$ cat src/rtl/abort_mon_pkg.sv
package abort_mon_pkg;
  localparam int unsigned SZ_W     = 2;
  localparam int unsigned MAX_LG   = 2;  // widest checked access: 2^2 bytes

  localparam logic [SZ_W-1:0] SZ_BYTE = 2'd0;
  localparam logic [SZ_W-1:0] SZ_HALF = 2'd1;
  localparam logic [SZ_W-1:0] SZ_WORD = 2'd2;

  localparam logic CAUSE_MISALIGN = 1'b0;
  localparam logic CAUSE_UNDEF    = 1'b1;
endpackage

$ cat src/rtl/amon_align_check.sv
module amon_align_check
  import abort_mon_pkg::*;
#(
  parameter int unsigned LG = MAX_LG
) (
  input  logic [LG-1:0]   addr_lo_i,
  input  logic [SZ_W-1:0] size_i,
  input  logic            is_data_i,
  output logic            misalign_o
);
  localparam logic [SZ_W-1:0] LG_CAP = SZ_W'(LG);

  logic [SZ_W-1:0] size_lg;
  logic [LG-1:0]   bit_bad;

  assign size_lg = (size_i > LG_CAP) ? LG_CAP : size_i;

  // bit b must be zero when the access spans more than 2^b bytes
  for (genvar b = 0; b < LG; b++) begin : g_bit
    localparam logic [SZ_W-1:0] IDX = SZ_W'(b);
    assign bit_bad[b] = addr_lo_i[b] & (size_lg > IDX);
  end

  assign misalign_o = is_data_i & (|bit_bad);
endmodule

$ cat src/rtl/amon_cause_sel.sv
module amon_cause_sel
  import abort_mon_pkg::*;
(
  input  logic valid_i,
  input  logic misalign_i,
  input  logic undef_i,
  output logic abort_o,
  output logic cause_o
);
  logic hit_mis, hit_und;

  assign hit_mis = valid_i & misalign_i;
  assign hit_und = valid_i & undef_i;
  assign abort_o = hit_mis | hit_und;
  assign cause_o = hit_mis ? CAUSE_MISALIGN : CAUSE_UNDEF;
endmodule

$ cat src/rtl/amon_status_reg.sv
module amon_status_reg
  import abort_mon_pkg::*;
#(
  parameter int unsigned ADDR_W = 32,
  parameter int unsigned ID_W   = 2
) (
  input  logic              clk_i,
  input  logic              rst_ni,
  input  logic              abort_i,
  input  logic              clear_i,
  input  logic [ID_W-1:0]   master_i,
  input  logic              cause_i,
  input  logic [SZ_W-1:0]   size_i,
  input  logic              write_i,
  input  logic              data_i,
  input  logic [ADDR_W-1:0] addr_i,
  output logic              valid_o,
  output logic              overrun_o,
  output logic [ID_W-1:0]   master_o,
  output logic              cause_o,
  output logic [SZ_W-1:0]   size_o,
  output logic              write_o,
  output logic              data_o,
  output logic [ADDR_W-1:0] addr_o
);
  typedef struct packed {
    logic [ID_W-1:0]   master;
    logic              cause;
    logic [SZ_W-1:0]   size;
    logic              write;
    logic              data;
    logic [ADDR_W-1:0] addr;
  } rec_t;

  rec_t rec_q, rec_d;
  logic valid_q, ovr_q;
  logic slot_free;

  assign slot_free = ~valid_q | clear_i;

  always_comb begin
    rec_d.master = master_i;
    rec_d.cause  = cause_i;
    rec_d.size   = size_i;
    rec_d.write  = write_i;
    rec_d.data   = data_i;
    rec_d.addr   = addr_i;
  end

  always_ff @(posedge clk_i or negedge rst_ni) begin
    if (!rst_ni) begin
      rec_q   <= '0;
      valid_q <= 1'b0;
      ovr_q   <= 1'b0;
    end else begin
      if (clear_i) begin
        valid_q <= 1'b0;
        ovr_q   <= 1'b0;
      end
      if (abort_i) begin
        if (slot_free) begin
          rec_q   <= rec_d;
          valid_q <= 1'b1;
        end else begin
          ovr_q   <= 1'b1;
        end
      end
    end
  end

  assign valid_o   = valid_q;
  assign overrun_o = ovr_q;
  assign master_o  = rec_q.master;
  assign cause_o   = rec_q.cause;
  assign size_o    = rec_q.size;
  assign write_o   = rec_q.write;
  assign data_o    = rec_q.data;
  assign addr_o    = rec_q.addr;
endmodule

$ cat src/rtl/access_abort_monitor.sv
module access_abort_monitor
  import abort_mon_pkg::*;
#(
  parameter int unsigned ADDR_W    = 32,
  parameter int unsigned N_MASTERS = 4,
  localparam int unsigned ID_W     = (N_MASTERS > 1) ? $clog2(N_MASTERS) : 1
) (
  input  logic              clk_i,
  input  logic              rst_ni,
  input  logic              req_valid_i,
  input  logic [ID_W-1:0]   req_master_i,
  input  logic [ADDR_W-1:0] req_addr_i,
  input  logic [SZ_W-1:0]   req_size_i,
  input  logic              req_write_i,
  input  logic              req_data_i,
  input  logic              ext_abort_i,
  input  logic              clear_i,
  output logic              abort_o,
  output logic              stat_valid_o,
  output logic              stat_overrun_o,
  output logic [ID_W-1:0]   stat_master_o,
  output logic              stat_type_o,
  output logic [SZ_W-1:0]   stat_size_o,
  output logic              stat_write_o,
  output logic              stat_data_o,
  output logic [ADDR_W-1:0] stat_addr_o
);
  logic misalign, abort, cause;

  amon_align_check #(.LG(MAX_LG)) u_align (
    .addr_lo_i  (req_addr_i[MAX_LG-1:0]),
    .size_i     (req_size_i),
    .is_data_i  (req_data_i),
    .misalign_o (misalign)
  );

  amon_cause_sel u_cause (
    .valid_i    (req_valid_i),
    .misalign_i (misalign),
    .undef_i    (ext_abort_i),
    .abort_o    (abort),
    .cause_o    (cause)
  );

  amon_status_reg #(.ADDR_W(ADDR_W), .ID_W(ID_W)) u_stat (
    .clk_i     (clk_i),
    .rst_ni    (rst_ni),
    .abort_i   (abort),
    .clear_i   (clear_i),
    .master_i  (req_master_i),
    .cause_i   (cause),
    .size_i    (req_size_i),
    .write_i   (req_write_i),
    .data_i    (req_data_i),
    .addr_i    (req_addr_i),
    .valid_o   (stat_valid_o),
    .overrun_o (stat_overrun_o),
    .master_o  (stat_master_o),
    .cause_o   (stat_type_o),
    .size_o    (stat_size_o),
    .write_o   (stat_write_o),
    .data_o    (stat_data_o),
    .addr_o    (stat_addr_o)
  );

  assign abort_o = abort;
endmodule

$ cat config.mk
export PLATFORM = sky130hd
export DESIGN_NAME = access_abort_monitor
export DESIGN_NICKNAME = d
export VERILOG_FILES = /design/src/rtl/abort_mon_pkg.sv /design/src/rtl/amon_align_check.sv /design/src/rtl/amon_cause_sel.sv /design/src/rtl/amon_status_reg.sv /design/src/rtl/access_abort_monitor.sv
export SDC_FILE = /design/constraint.sdc
export NUM_CORES = 1
export LEC_CHECK = 0
export BUFFER_PORTS_ARGS = -buffer_cell sky130_fd_sc_hd__buf_2
export CAP_MARGIN = 20
export CORE_ASPECT_RATIO = 1.75
export CORE_MARGIN = 2
export CORE_UTILIZATION = 44
export CTS_BUF_LIST = sky130_fd_sc_hd__clkbuf_4
export CTS_CLUSTER_SIZE = 12
export DETAILED_ROUTE_END_ITERATION = 6
export PLACE_DENSITY = 0.78
export SLEW_MARGIN = 20
export SYNTH_ARGS = -nofsm -noshare
export SYNTH_HDL_FRONTEND = slang
export SYNTH_SLANG_ARGS = --single-unit
$ cat constraint.sdc
create_clock -name clk_i -period 4.4 [get_ports clk_i]
set_clock_uncertainty 0.05 [all_clocks]
set_input_delay 0.44 -clock clk_i [delete_from_list [all_inputs] [get_ports clk_i]]
set_output_delay 0.44 -clock clk_i [all_outputs]
set_load 0.1 [all_outputs]
# After elaboration in Yosys (flattened, before gate mapping)
# Index checks and enable logic that the tools add are counted.
# Widths: inputs -> output; s select.
dict set report op_classes {
  n_mux 8
  n_lt_le_gt_ge 3
  n_bitwise 8
  reduce_logical 2
}
# op n
set op_table {}
lappend op_table {{$mux 1} 7}
lappend op_table {{$and 1x1->1} 5}
lappend op_table {{$gt 2x1->1 const B} 2}
lappend op_table {{$gt 2x2->1 const B} 1}
lappend op_table {{$mux 2} 1}
lappend op_table {{$or 1x1->1} 2}
lappend op_table {{$reduce_and 2->1} 1}
lappend op_table {{$reduce_or 2->1} 1}
lappend op_table {{$not 1->1} 1}
dict set report totals {
  wordCells 29
  output_inout_bits 42
  input_bits 43
  register_bits 41
}

# Longest topological paths before layout
# Gate-level depths: netlist of run 1.
dict set report logic_depth {
  word_depth 9
  ltp_mapped 6
  depth_no_buf 4
}

# Hierarchy
# A second synthesis of run 1 with hierarchy kept.
dict set report unflattened {
  hier_cells 94
  area_unflattened_um2 1606.5
}
# module seq_area_each_um2 cells_per_inst instances area_per_inst_um2
set by_module_without_submodules {}
lappend by_module_without_submodules {amon_status_reg 1026.0 89 1 1574.0}
lappend by_module_without_submodules {amon_align_check 0.0 3 1 21.3}
lappend by_module_without_submodules {amon_cause_sel 0.0 2 1 11.3}

# Worst setup path before layout of run 1
# No wires, ideal clock.
dict set report synth_timing {
  path_type {input to output}
  start {input req_addr_i[1]}
  end {output abort_o}
  slack_ps 1842
  arrival_time_ps 2068
  stages 2
  n_path_buf 0
  path_cell_list {a21oi_1 a21oi_1}
}
dict set report synth_via {
  elab_chain_cells 5
}
# item line
set synth_rtl {}
lappend synth_rtl {{start, declared} access_abort_monitor.sv:12} ;# input logic [ADDR_W-1:0] req_addr_i,
lappend synth_rtl {{$and 1x1->1} amon_align_check.sv:21} ;# assign bit_bad[b] = addr_lo_i[b] & (size_lg > IDX);
lappend synth_rtl {{$reduce_or 2->1} amon_align_check.sv:24} ;# assign misalign_o = is_data_i & (|bit_bad);
lappend synth_rtl {{$and 1x1->1} amon_align_check.sv:24}
lappend synth_rtl {{$and 1x1->1} amon_cause_sel.sv:12} ;# assign hit_mis = valid_i & misalign_i;
lappend synth_rtl {{$or 1x1->1} amon_cause_sel.sv:14} ;# assign abort_o = hit_mis | hit_und;
lappend synth_rtl {{end, declared} access_abort_monitor.sv:18} ;# output logic abort_o,
# No other way between the ends.

# Worst setup path in the final report of run 1
dict set report layout_timing {
  start {register u_stat.valid_q (netlist: u_stat.valid_o)}
  end {register u_stat.rec_q, in the netlist u_stat.addr_o[0]}
}
dict set report layout_via {
  elab_chain_cells 3
}
# item line
set layout_rtl {}
lappend layout_rtl {{start, declared} amon_status_reg.sv:36} ;# logic valid_q, ovr_q;
lappend layout_rtl {{start signal, assigned} amon_status_reg.sv:53} ;# valid_q <= 1'b0;
lappend layout_rtl {{start signal, assigned} amon_status_reg.sv:57} ;# valid_q <= 1'b0;
lappend layout_rtl {{start signal, assigned} amon_status_reg.sv:63} ;# valid_q <= 1'b1;
lappend layout_rtl {{$not 1->1} amon_status_reg.sv:39} ;# assign slot_free = ~valid_q | clear_i;
lappend layout_rtl {{$or 1x1->1} amon_status_reg.sv:39}
lappend layout_rtl {{$reduce_and 2->1 (no line)} n/a}
lappend layout_rtl {{end signal, assigned} amon_status_reg.sv:62} ;# rec_q <= rec_d;
lappend layout_rtl {{end, declared} amon_status_reg.sv:35} ;# rec_t rec_q, rec_d;
# No other way between the ends.
# A chain may end at the register's enable or synchronous reset.

==> results of run 1 <==
-- report_power, final --
group	switching, mW	total [mW]	internal [mW]	leakage [nW]
sequential	0.0424	0.498	0.455	0.482
clock	0.116	0.184	0.0671	0.0354
combinational	0.687	0.845	0.157	0.588
total	0.846	1.53	0.680	1.11
-- final timing paths --
check	cells after the start	slack [ps]	to	startpoint
max in group asynchronous	1	3590	u_stat.cause_o	rst_ni
hold / removal	1	150	u_stat.addr_o[15]	rst_ni
min in group clk_i	2	200	u_stat.overrun_o	clear_i
setup / recovery	5	2210	u_stat.addr_o[0]	u_stat.valid_o
hold reg to reg	2	450	u_stat.overrun_o	u_stat.overrun_o
setup reg to reg	5	2210	u_stat.addr_o[0]	u_stat.valid_o
-- placed cells by master (no fill, tap or decap) --
cell,instances
buf_2,84
dfrtp_1,41
mux2_4,20
mux2_2,18
clkbuf_4,6
a21oi_1,3
nand2_1,2
clkinv_2,2
o21ai_1,1
o21ai_0,1
nor2_1,1
nand2b_4,1
nand2b_1,1
o211ai_1,1
a21oi_4,1
a31oi_1,1
a41oi_1,1
buf_4,1
-- flip-flops by register name, indices dropped and copies added, names as in the netlist --
| name | flops |
|---|---|
| u_stat.write_o | 1 |
| u_stat.valid_o | 1 |
| u_stat.data_o | 1 |
| u_stat.master_o | 2 |
| u_stat.overrun_o | 1 |
| u_stat.addr_o | 32 |
| u_stat.cause_o | 1 |
| u_stat.size_o | 2 |
-- synth_stat cells --
master,number
nand2b_1,1
a31oi_1,1
o21ai_1,1
buf_6,1
dfrtp_1,41
nand2b_4,1
o21ai_0,1
o211ai_1,1
a21oi_2,1
mux2_2,18
buf_12,2
nor2_1,1
a21oi_1,3
buf_4,1
mux2_4,20
a41oi_1,1
nand2_1,2
-- cell families (layout without fill, tap and decap cells) --
logic type / Yosys count / in the layout / synth area share (%)
muxes: 38 / 38 / 30.0
AOI/OAI and AO/OA: 9 / 9 / 3.36
DFF: 41 / 41 / 61.2
buffers and inverters: 4 / 93 / 3.51
and+or+nand+nor: 5 / 5 / 1.87
-- layout make-up --
class / count / area share [%]
Multi-Input combinational cell: 52 / 27.6
Tap cell: 46 / 2.66
Sequential cell: 41 / 47.4
Clock inverter: 2 / 0.462
Timing Repair Buffer: 85 / 19.8
Clock buffer: 6 / 2.08
-- worst register-to-register path, cell delays in order (launching register included) --
cell and delay, ps:
dfrtp_1 430, nand2b_4 100, o211ai_1 140, a21oi_4 540, buf_4 440, mux2_2 380
-- layer usage --
layer  vias to the layer above  GRT usage [%]  share of wire, %
met5                         -              0                 0
met4                         0           5.90               1.1
met3                         4           5.05               7.5
li1                        523              -                 -
met2                        56           30.1                55
met1                       533           20.1                37
==> results.sh, run 1 <==
export IMPL_status="finished, final reports clean"
export IMPL_clock_root_buffer="clkbuf_4"
export IMPL_postRouteAntennaNets=0
export IMPL_syn_to_final_growth_pct=29.2
export IMPL_path_cells="nand2b_4, o211ai_1, a21oi_4, buf_4, mux2_2"
export IMPL_avgRoutedWirePerCell_um=14.7
export IMPL_crit_type="flop to flop"
export IMPL_fin_crit_ps=2190
export IMPL_cp_top_family="compound AO/OA/AOI/OAI gates"
export IMPL_hold_violations=0
export IMPL_dr_total_vias=1116
export IMPL_gp_congestion=0.753
export IMPL_worstPathArrival_ps=2370
export IMPL_grt_max_degree=42
export IMPL_fin_hold_ws_ps=146
export IMPL_yosysTopAreaCellShare_pct=61.2
export IMPL_synth_top_cells_by_area="dfrtp_1 61%, mux2_4 18%, mux2_2 12%"
export IMPL_total_power_mw=1.53
export IMPL_start_util_pct=46.2
export IMPL_grtUsageTotal_pct=17.3
export IMPL_htree_levels=2
export IMPL_cp_end_kind="flop"
export IMPL_mappedNetlistNets=140
export IMPL_finalSetupViolations=0
export IMPL_antenna_cells=0
export IMPL_grt_overflow=0
export IMPL_cts_tree="built"
export IMPL_fin_setup_tns_ps=0
export IMPL_drc=0
export IMPL_drive_gt1_share_pct=71.5
export IMPL_slew_viol_final=0
export IMPL_coreArea_sq_mm=0.00363
export IMPL_postCtsSetupRepairBufs=0
export IMPL_rsz0062_at_grt="no"
export IMPL_antenna_found_initial=0
export IMPL_cts_hold_buf=0
export IMPL_cp_required_ps=4580
export IMPL_p_per_area_mw_per_mm2=705
export IMPL_first_pass_iters=2
export IMPL_slew_headroom_pct=41.2
export IMPL_vias_per_cell=4.81
export IMPL_grt_pass1_vias=1211
export IMPL_cp_max_fo=24
export IMPL_path_buf_inv=1
export IMPL_clock_latency_ps=330
export IMPL_max_freq_ghz=0.456
export IMPL_numCtsBuffers=5
export IMPL_ctsResizeCount=0
export IMPL_syn_instance_count=97
export IMPL_die_width_um=50.6
export IMPL_max_stage_delay_ps=540
export IMPL_placed_cell_area_sq_mm=0.00211
export IMPL_seq_area_sq_mm=0.00103
export IMPL_io_buffers=84
export IMPL_cpMaxStageDelayCell="a21oi_4"
export IMPL_ys_ff_latch=41
export IMPL_postLayoutCoreUtil_pct=59.7
export IMPL_post_synth_num_cell_types=17
export IMPL_period_share_pct=49.8
export IMPL_cp_start_kind="flop"
export IMPL_num_fill_cells=318
export IMPL_syn_area_sq_mm=0.00168
export IMPL_grt_pass1_wl_um=5720
export IMPL_fin_ws_ps=2210
export IMPL_pin_count=85
export IMPL_cts_buffer_depth=2
export IMPL_hp_class="input port to asynchronous set/reset pin"
export IMPL_irDropWorstVdd_mv=0.418
export IMPL_p_leak_nw=1.11
export IMPL_stdcell_count=232
export IMPL_nNetsFinal=228
export IMPL_placed_cells=224
export IMPL_clk_pin_slew_ps=120
export IMPL_cts_sinks=41
export IMPL_dieArea_sq_mm=0.00434
export IMPL_synth_warnings=0
export IMPL_dpl_worst_slack_ps=2030
export IMPL_dp_hpwl_um=2590
export IMPL_totalWireLength_um=3420
export IMPL_syn_area_per_cell_sq_um=17.3
export IMPL_yosys_area_top_type="dfrtp_1"
export IMPL_seq_area_frac_synth_pct=61.2
export IMPL_drtIter0Drc=17
export IMPL_die_h_um=85.6
export IMPL_tightestPinTransition_ps=882
export IMPL_final_area_sq_mm=0.00216
export IMPL_drv_cap=0
export IMPL_multi_input_area_sq_um=598
export IMPL_num_rows=29
No activity file was read; power rests on OpenSTA's default activity.
==> run 2: changes to the inputs <==
- clock period: 4.4 -> 2.15 ns (I/O delays scaled with it)
==> run 2 against run 1 <==
Compared with the run above:
- critical path depth up 2
- combinational power up 110%
- hold slack got worse by 100 ps
- register-to-register slack worse by 1800 ps
- sequential share of layout area down 1.3 points
- power is 110% higher
==> results.sh, run 2 (synthesis gave the netlist of run 1 again) <==
export IMPL_drive_gt1_share_pct=70.7
export IMPL_antenna_cells=0
export IMPL_cp_max_fo=32
export IMPL_drtIter0Drc=14
export IMPL_grt_pass1_wl_um=5420
export IMPL_totalWireLength_um=3360
export IMPL_max_stage_delay_ps=530
export IMPL_fin_setup_tns_ps=0
export IMPL_numCtsBuffers=5
export IMPL_dr_total_vias=1143
export IMPL_crit_type="input port to flop"
export IMPL_num_fill_cells=302
export IMPL_dp_hpwl_um=2580
export IMPL_cts_tree="built"
export IMPL_drv_cap=0
export IMPL_irDropWorstVdd_mv=1.10
export IMPL_syn_to_final_growth_pct=32.8
export IMPL_die_width_um=50.6
export IMPL_nNetsFinal=230
export IMPL_p_per_area_mw_per_mm2=1460
export IMPL_path_cells="dlygate4sd3_1, buf_2, nand2b_4, o211ai_1, a21oi_4, buf_12, mux2_2"
export IMPL_rsz0062_at_grt="no"
export IMPL_gp_congestion=0.798
export IMPL_first_pass_iters=4
export IMPL_cp_top_family="buffers and inverters"
export IMPL_slew_viol_final=0
export IMPL_max_freq_ghz=0.535
export IMPL_clk_pin_slew_ps=120
export IMPL_clock_root_buffer="clkbuf_4"
export IMPL_grt_max_degree=42
export IMPL_grtUsageTotal_pct=16.6
export IMPL_largest_reg_flops=32
export IMPL_hold_violations=0
export IMPL_cts_buffer_depth=2
export IMPL_fin_crit_ps=1870
export IMPL_cts_sinks=41
export IMPL_fin_ws_ps=280
export IMPL_postRouteAntennaNets=0
export IMPL_num_rows=29
export IMPL_die_h_um=85.6
export IMPL_vias_per_cell=4.88
export IMPL_layout_commonest_cell="buf_2"
export IMPL_pin_count=85
export IMPL_finalSetupViolations=0
export IMPL_htree_levels=2
export IMPL_total_power_mw=3.24
export IMPL_period_share_pct=87.0
export IMPL_worstPathArrival_ps=2050
export IMPL_grt_pass1_vias=1186
export IMPL_path_buf_inv=3
export IMPL_hp_class="input port to flop"
export IMPL_dpl_worst_slack_ps=390
export IMPL_io_buffers=84
export IMPL_status="finished, final reports clean"
export IMPL_cpMaxStageDelayCell="dlygate4sd3_1"
export IMPL_tightestPinTransition_ps=854
export IMPL_drc=0
export IMPL_start_util_pct=46.2
export IMPL_coreArea_sq_mm=0.00363
export IMPL_placed_cell_area_sq_mm=0.00213
export IMPL_postLayoutCoreUtil_pct=61.3
export IMPL_cp_start_kind="input port"
export IMPL_grt_overflow=0
export IMPL_final_area_sq_mm=0.00222
export IMPL_avgRoutedWirePerCell_um=14.4
export IMPL_cp_end_kind="flop"
export IMPL_p_leak_nw=1.13
export IMPL_layout_common_cells="84 x buf_2, 41 x dfrtp_1, 20 x mux2_4"
export IMPL_slew_headroom_pct=43.1
export IMPL_cp_required_ps=2330
export IMPL_clock_latency_ps=340
export IMPL_antenna_found_initial=0
export IMPL_dieArea_sq_mm=0.00434
==> run 2: cell types whose count changed in the layout (fill, tap and decap cells not counted), sizes merged <==
| cell | change |
|---|---|
| clkinv | -1 |
| dlygate4sd3 | +2 |
| bufinv | +1 |
==> run 2: final timing paths <==
check / startpoint / slack [ps] / to / cells past startpoint
max in group asynchronous: rst_ni / 1060 / u_stat.addr_o[3] / 2
worst min register to register: u_stat.addr_o[30] / 460 / u_stat.addr_o[30] / 1
worst max-delay path: clear_i / 280 / u_stat.addr_o[25] / 7
min in group asynchronous: rst_ni / 460 / u_stat.addr_o[1] / 2
worst min-delay path: req_write_i / 40 / u_stat.write_o / 2
worst max register to register: u_stat.valid_o / 370 / u_stat.addr_o[25] / 5
==> run 2: timing repair <==
item,CTS,global route
endpoints found under the setup margin,0,0
hold buffers,2,0
buffers inserted,0,0
endpoints found under the hold margin,42,0
resized for setup,0,0
==> run 2: cell type report <==
| class | instances | area, sq um | share of cell area, % |
|---|---|---|---|
| sequential | 41 | 1030 | 46.1 |
| multi-input combinational | 52 | 602 | 27.1 |
| timing repair buffer | 87 | 460 | 20.7 |
| tap | 46 | 57.6 | 2.59 |
| clock buffer | 6 | 45.0 | 2.02 |
| clock inverter | 2 | 33.8 | 1.52 |
==> run 2: routing by layer <==
metal	GRT usage (%)	share of wire [%]
met1	18.3	37
met2	28.8	56
met3	4.53	5.8
met4	8.11	1.6
met5	0	0
==> run 2: metrics by stage <==
| step | hold WS (ps) | std cells |
|---|---|---|
| after global placement | 312 | 224 |
| after floorplan | -131 | 97 |
| after detailed placement | 334 | 224 |
| after global routing | 32.6 | 234 |
| final | 44.4 | 234 |
| after CTS | 36.3 | 234 |
==> run 2: worst register-to-register path, stage by stage, from the launching register on <==
cell      delay, ps
dfrtp_1         450
nand2b_4        110
o211ai_1        130
a21oi_4         270
buf_12          270
mux2_2          380
==> run 2: power breakdown <==
group	total (mW)	switching [mW]	internal, mW
clock	0.488	0.233	0.255
sequential	1.02	0.0845	0.932
combinational	1.74	1.41	0.329
==> run 3: changes to the inputs <==
- PLACE_DENSITY: 0.78 -> 0.79
- SYNTH_HIERARCHICAL: default -> 1
==> run 3 against run 2 <==
Compared with the run above:
- core utilization decreased by 0.82 points
- hold slack got worse by 7.7 ps
- design area decreased by 3.3%
- critical path depth decreased by 1
- area after synthesis decreased by 4.1%
- fmax increased by 19%
- cell count decreased by 0.85%
- worst setup slack improved by 300 ps
- die area decreased by 3.9%
- non-clock buffer count increased by 1
==> results.sh, run 3 <==
export IMPL_status="finished, final reports clean"
export IMPL_r2r_setup_slack_ps=750
export IMPL_ctsResizeCount=0
export IMPL_vias_per_cell=4.77
export IMPL_gp_congestion=0.737
export IMPL_totalWireLength_um=3310
export IMPL_irDropWorstVdd_mv=0.934
export IMPL_grt_pass1_wl_um=5610
export IMPL_cp_start_kind="input port"
export IMPL_crit_type="input port to flop"
export IMPL_nNetsFinal=228
export IMPL_period_share_pct=73.2
export IMPL_worstPathArrival_ps=1760
export IMPL_met2_length_um=1810
export IMPL_hold_violations=0
export IMPL_synth_warnings=6
export IMPL_layout_commonest_cell="buf_2"
export IMPL_wl_met3_um=204
export IMPL_dieArea_sq_mm=0.00417
export IMPL_post_synth_num_cell_types=15
export IMPL_syn_instance_count=94
export IMPL_yosysMostFrequentCell="dfrtp_1"
export IMPL_highest_layer="met4"
export IMPL_clk_pin_slew_ps=120
export IMPL_drive_gt1_share_pct=73.1
export IMPL_max_freq_ghz=0.635
export IMPL_rsz0062_at_grt="no"
export IMPL_yosysTopAreaCellShare_pct=63.9
export IMPL_antenna_cells=0
export IMPL_pin_count=85
export IMPL_coreArea_sq_mm=0.00356
export IMPL_synthArstFlopShare_pct=100
export IMPL_grt_overflow=0
export IMPL_dpl_worst_slack_ps=420
export IMPL_ys_flop_type="dfrtp_1"
export IMPL_drc=0
export IMPL_p_leak_nw=1.11
export IMPL_finalSetupViolations=0
export IMPL_synth_commonest_cells="41 x dfrtp_1, 29 x mux2_2, 10 x mux2_4"
export IMPL_io_buffers=84
export IMPL_num_rows=29
export IMPL_mappedNetlistNets=137
export IMPL_cts_sinks=41
export IMPL_cts_buffer_depth=2
export IMPL_grt_max_degree=42
export IMPL_clock_latency_ps=340
export IMPL_syn_area_sq_mm=0.00161
export IMPL_fin_setup_tns_ps=0
export IMPL_slew_viol_final=0
export IMPL_dp_hpwl_um=2610
export IMPL_dr_total_vias=1107
export IMPL_synth_edf_count=0
export IMPL_first_pass_iters=4
export IMPL_postRouteAntennaNets=0
export IMPL_grtUsageTotal_pct=17.9
export IMPL_wl_met1_um=1200
export IMPL_drtIter0Drc=28
export IMPL_seq_area_frac_synth_pct=63.9
export IMPL_start_util_pct=45.2
export IMPL_clock_root_buffer="clkbuf_4"
export IMPL_largest_reg_flops=32
export IMPL_layout_common_cells="84 x buf_2, 41 x dfrtp_1, 29 x mux2_2"
export IMPL_die_width_um=49.7
export IMPL_cp_end_kind="flop"
export IMPL_p_per_area_mw_per_mm2=1350
export IMPL_syn_area_per_cell_sq_um=17.1
export IMPL_cp_max_fo=10
export IMPL_hp_class="input port to flop"
export IMPL_grt_pass1_vias=1253
export IMPL_tightestPinTransition_ps=868
export IMPL_synth_top_cells_by_area="dfrtp_1 64%, mux2_2 20%, mux2_4 9.3%"
export IMPL_numCtsBuffers=5
export IMPL_cp_required_ps=2330
export IMPL_fin_ws_ps=576
export IMPL_ys_ff_latch=41
export IMPL_fin_crit_ps=1570
export IMPL_avgRoutedWirePerCell_um=14.3
export IMPL_syn_to_final_growth_pct=33.9
export IMPL_antenna_found_initial=0
export IMPL_die_h_um=83.9
export IMPL_slew_headroom_pct=42.2
export IMPL_cts_tree="built"
export IMPL_htree_levels=2
export IMPL_drv_cap=0
export IMPL_yosys_area_top_type="dfrtp_1"
run 3: changes by cell type after synthesis, sizes merged:
cell	change
a21oi	-3
a31oi	-1
nand3	+1
o21ai	-2
o21a	+1
a41oi	-1
nand2	+1
mux2	+1
run 3: critical path, stage by stage:
cell and delay (ps):
dlygate4sd3_1 530, buf_2 120, nand2b_4 130, nand2_2 170, buf_4 260, mux2_4 330
run 3: what timing repair did:
item                                   CTS  global route
endpoints found under the hold margin   42             0
hold buffers                             2             0
setup buffers                            0             0
run 3: final timing paths:
| path | from | end | cells after the start |
|---|---|---|---|
| max in group asynchronous | rst_ni | u_stat/addr_o[29] | 2 |
| worst min-delay path | req_addr_i[24] | u_stat/addr_o[24] | 2 |
| worst min register to register | u_stat/overrun_o | u_stat/overrun_o | 2 |
| worst max-delay path | clear_i | u_stat/addr_o[21] | 6 |
| min in group asynchronous | rst_ni | u_stat/addr_o[2] | 2 |
| worst max register to register | u_stat/valid_o | u_stat/addr_o[21] | 4 |
run 3: logic make-up after synthesis:
| group | after synthesis | share of synthesized area, % |
|---|---|---|
| flops | 41 | 63.9 |
| compound gates | 3 | 1.56 |
| mux | 39 | 29.7 |
| buf+inv | 4 | 2.26 |
| simple gates | 7 | 2.65 |
run 3: area by class of cell:
type | instances | area, sq um
tap | 46 | 57.6
fill | 315 | 1410
clock buffer | 5 | 37.5
timing repair buffer | 88 | 468
clock inverter | 3 | 17.5
sequential | 41 | 1030
multi-input combinational | 49 | 544
run 3: report_power, final:
| group | total [mW] | leakage, nW | switching, mW | internal (mW) |
|---|---|---|---|---|
| registers | 0.990 | 0.480 | 0.0736 | 0.916 |
| logic | 1.55 | 0.595 | 1.27 | 0.281 |
| clock network | 0.362 | 0.0310 | 0.238 | 0.123 |
run 3: metal layers:
metal,up-vias,GRT usage (%)
met4,0,9.34
met3,7,5.20
met1,542,19.4
met2,48,30.7
li1,510,-
met5,-,0
run 3: through the flow:
stage | area (sq um) | total power, mW | cells | utilization [%] | hold slack, ps
2_1_floorplan | 1610 | 2.30 | 94 | - | -131
3_3_place_gp | 2080 | 2.54 | 222 | 58.4 | 306
3_5_place_dp | 2080 | 2.57 | 222 | 58.4 | 337
4_1_cts | 2150 | 2.94 | 232 | 60.5 | 22.4
5_1_grt | 2150 | 3.02 | 232 | 60.5 | 10.4
6_report | 2150 | 2.91 | 232 | 60.5 | 36.7
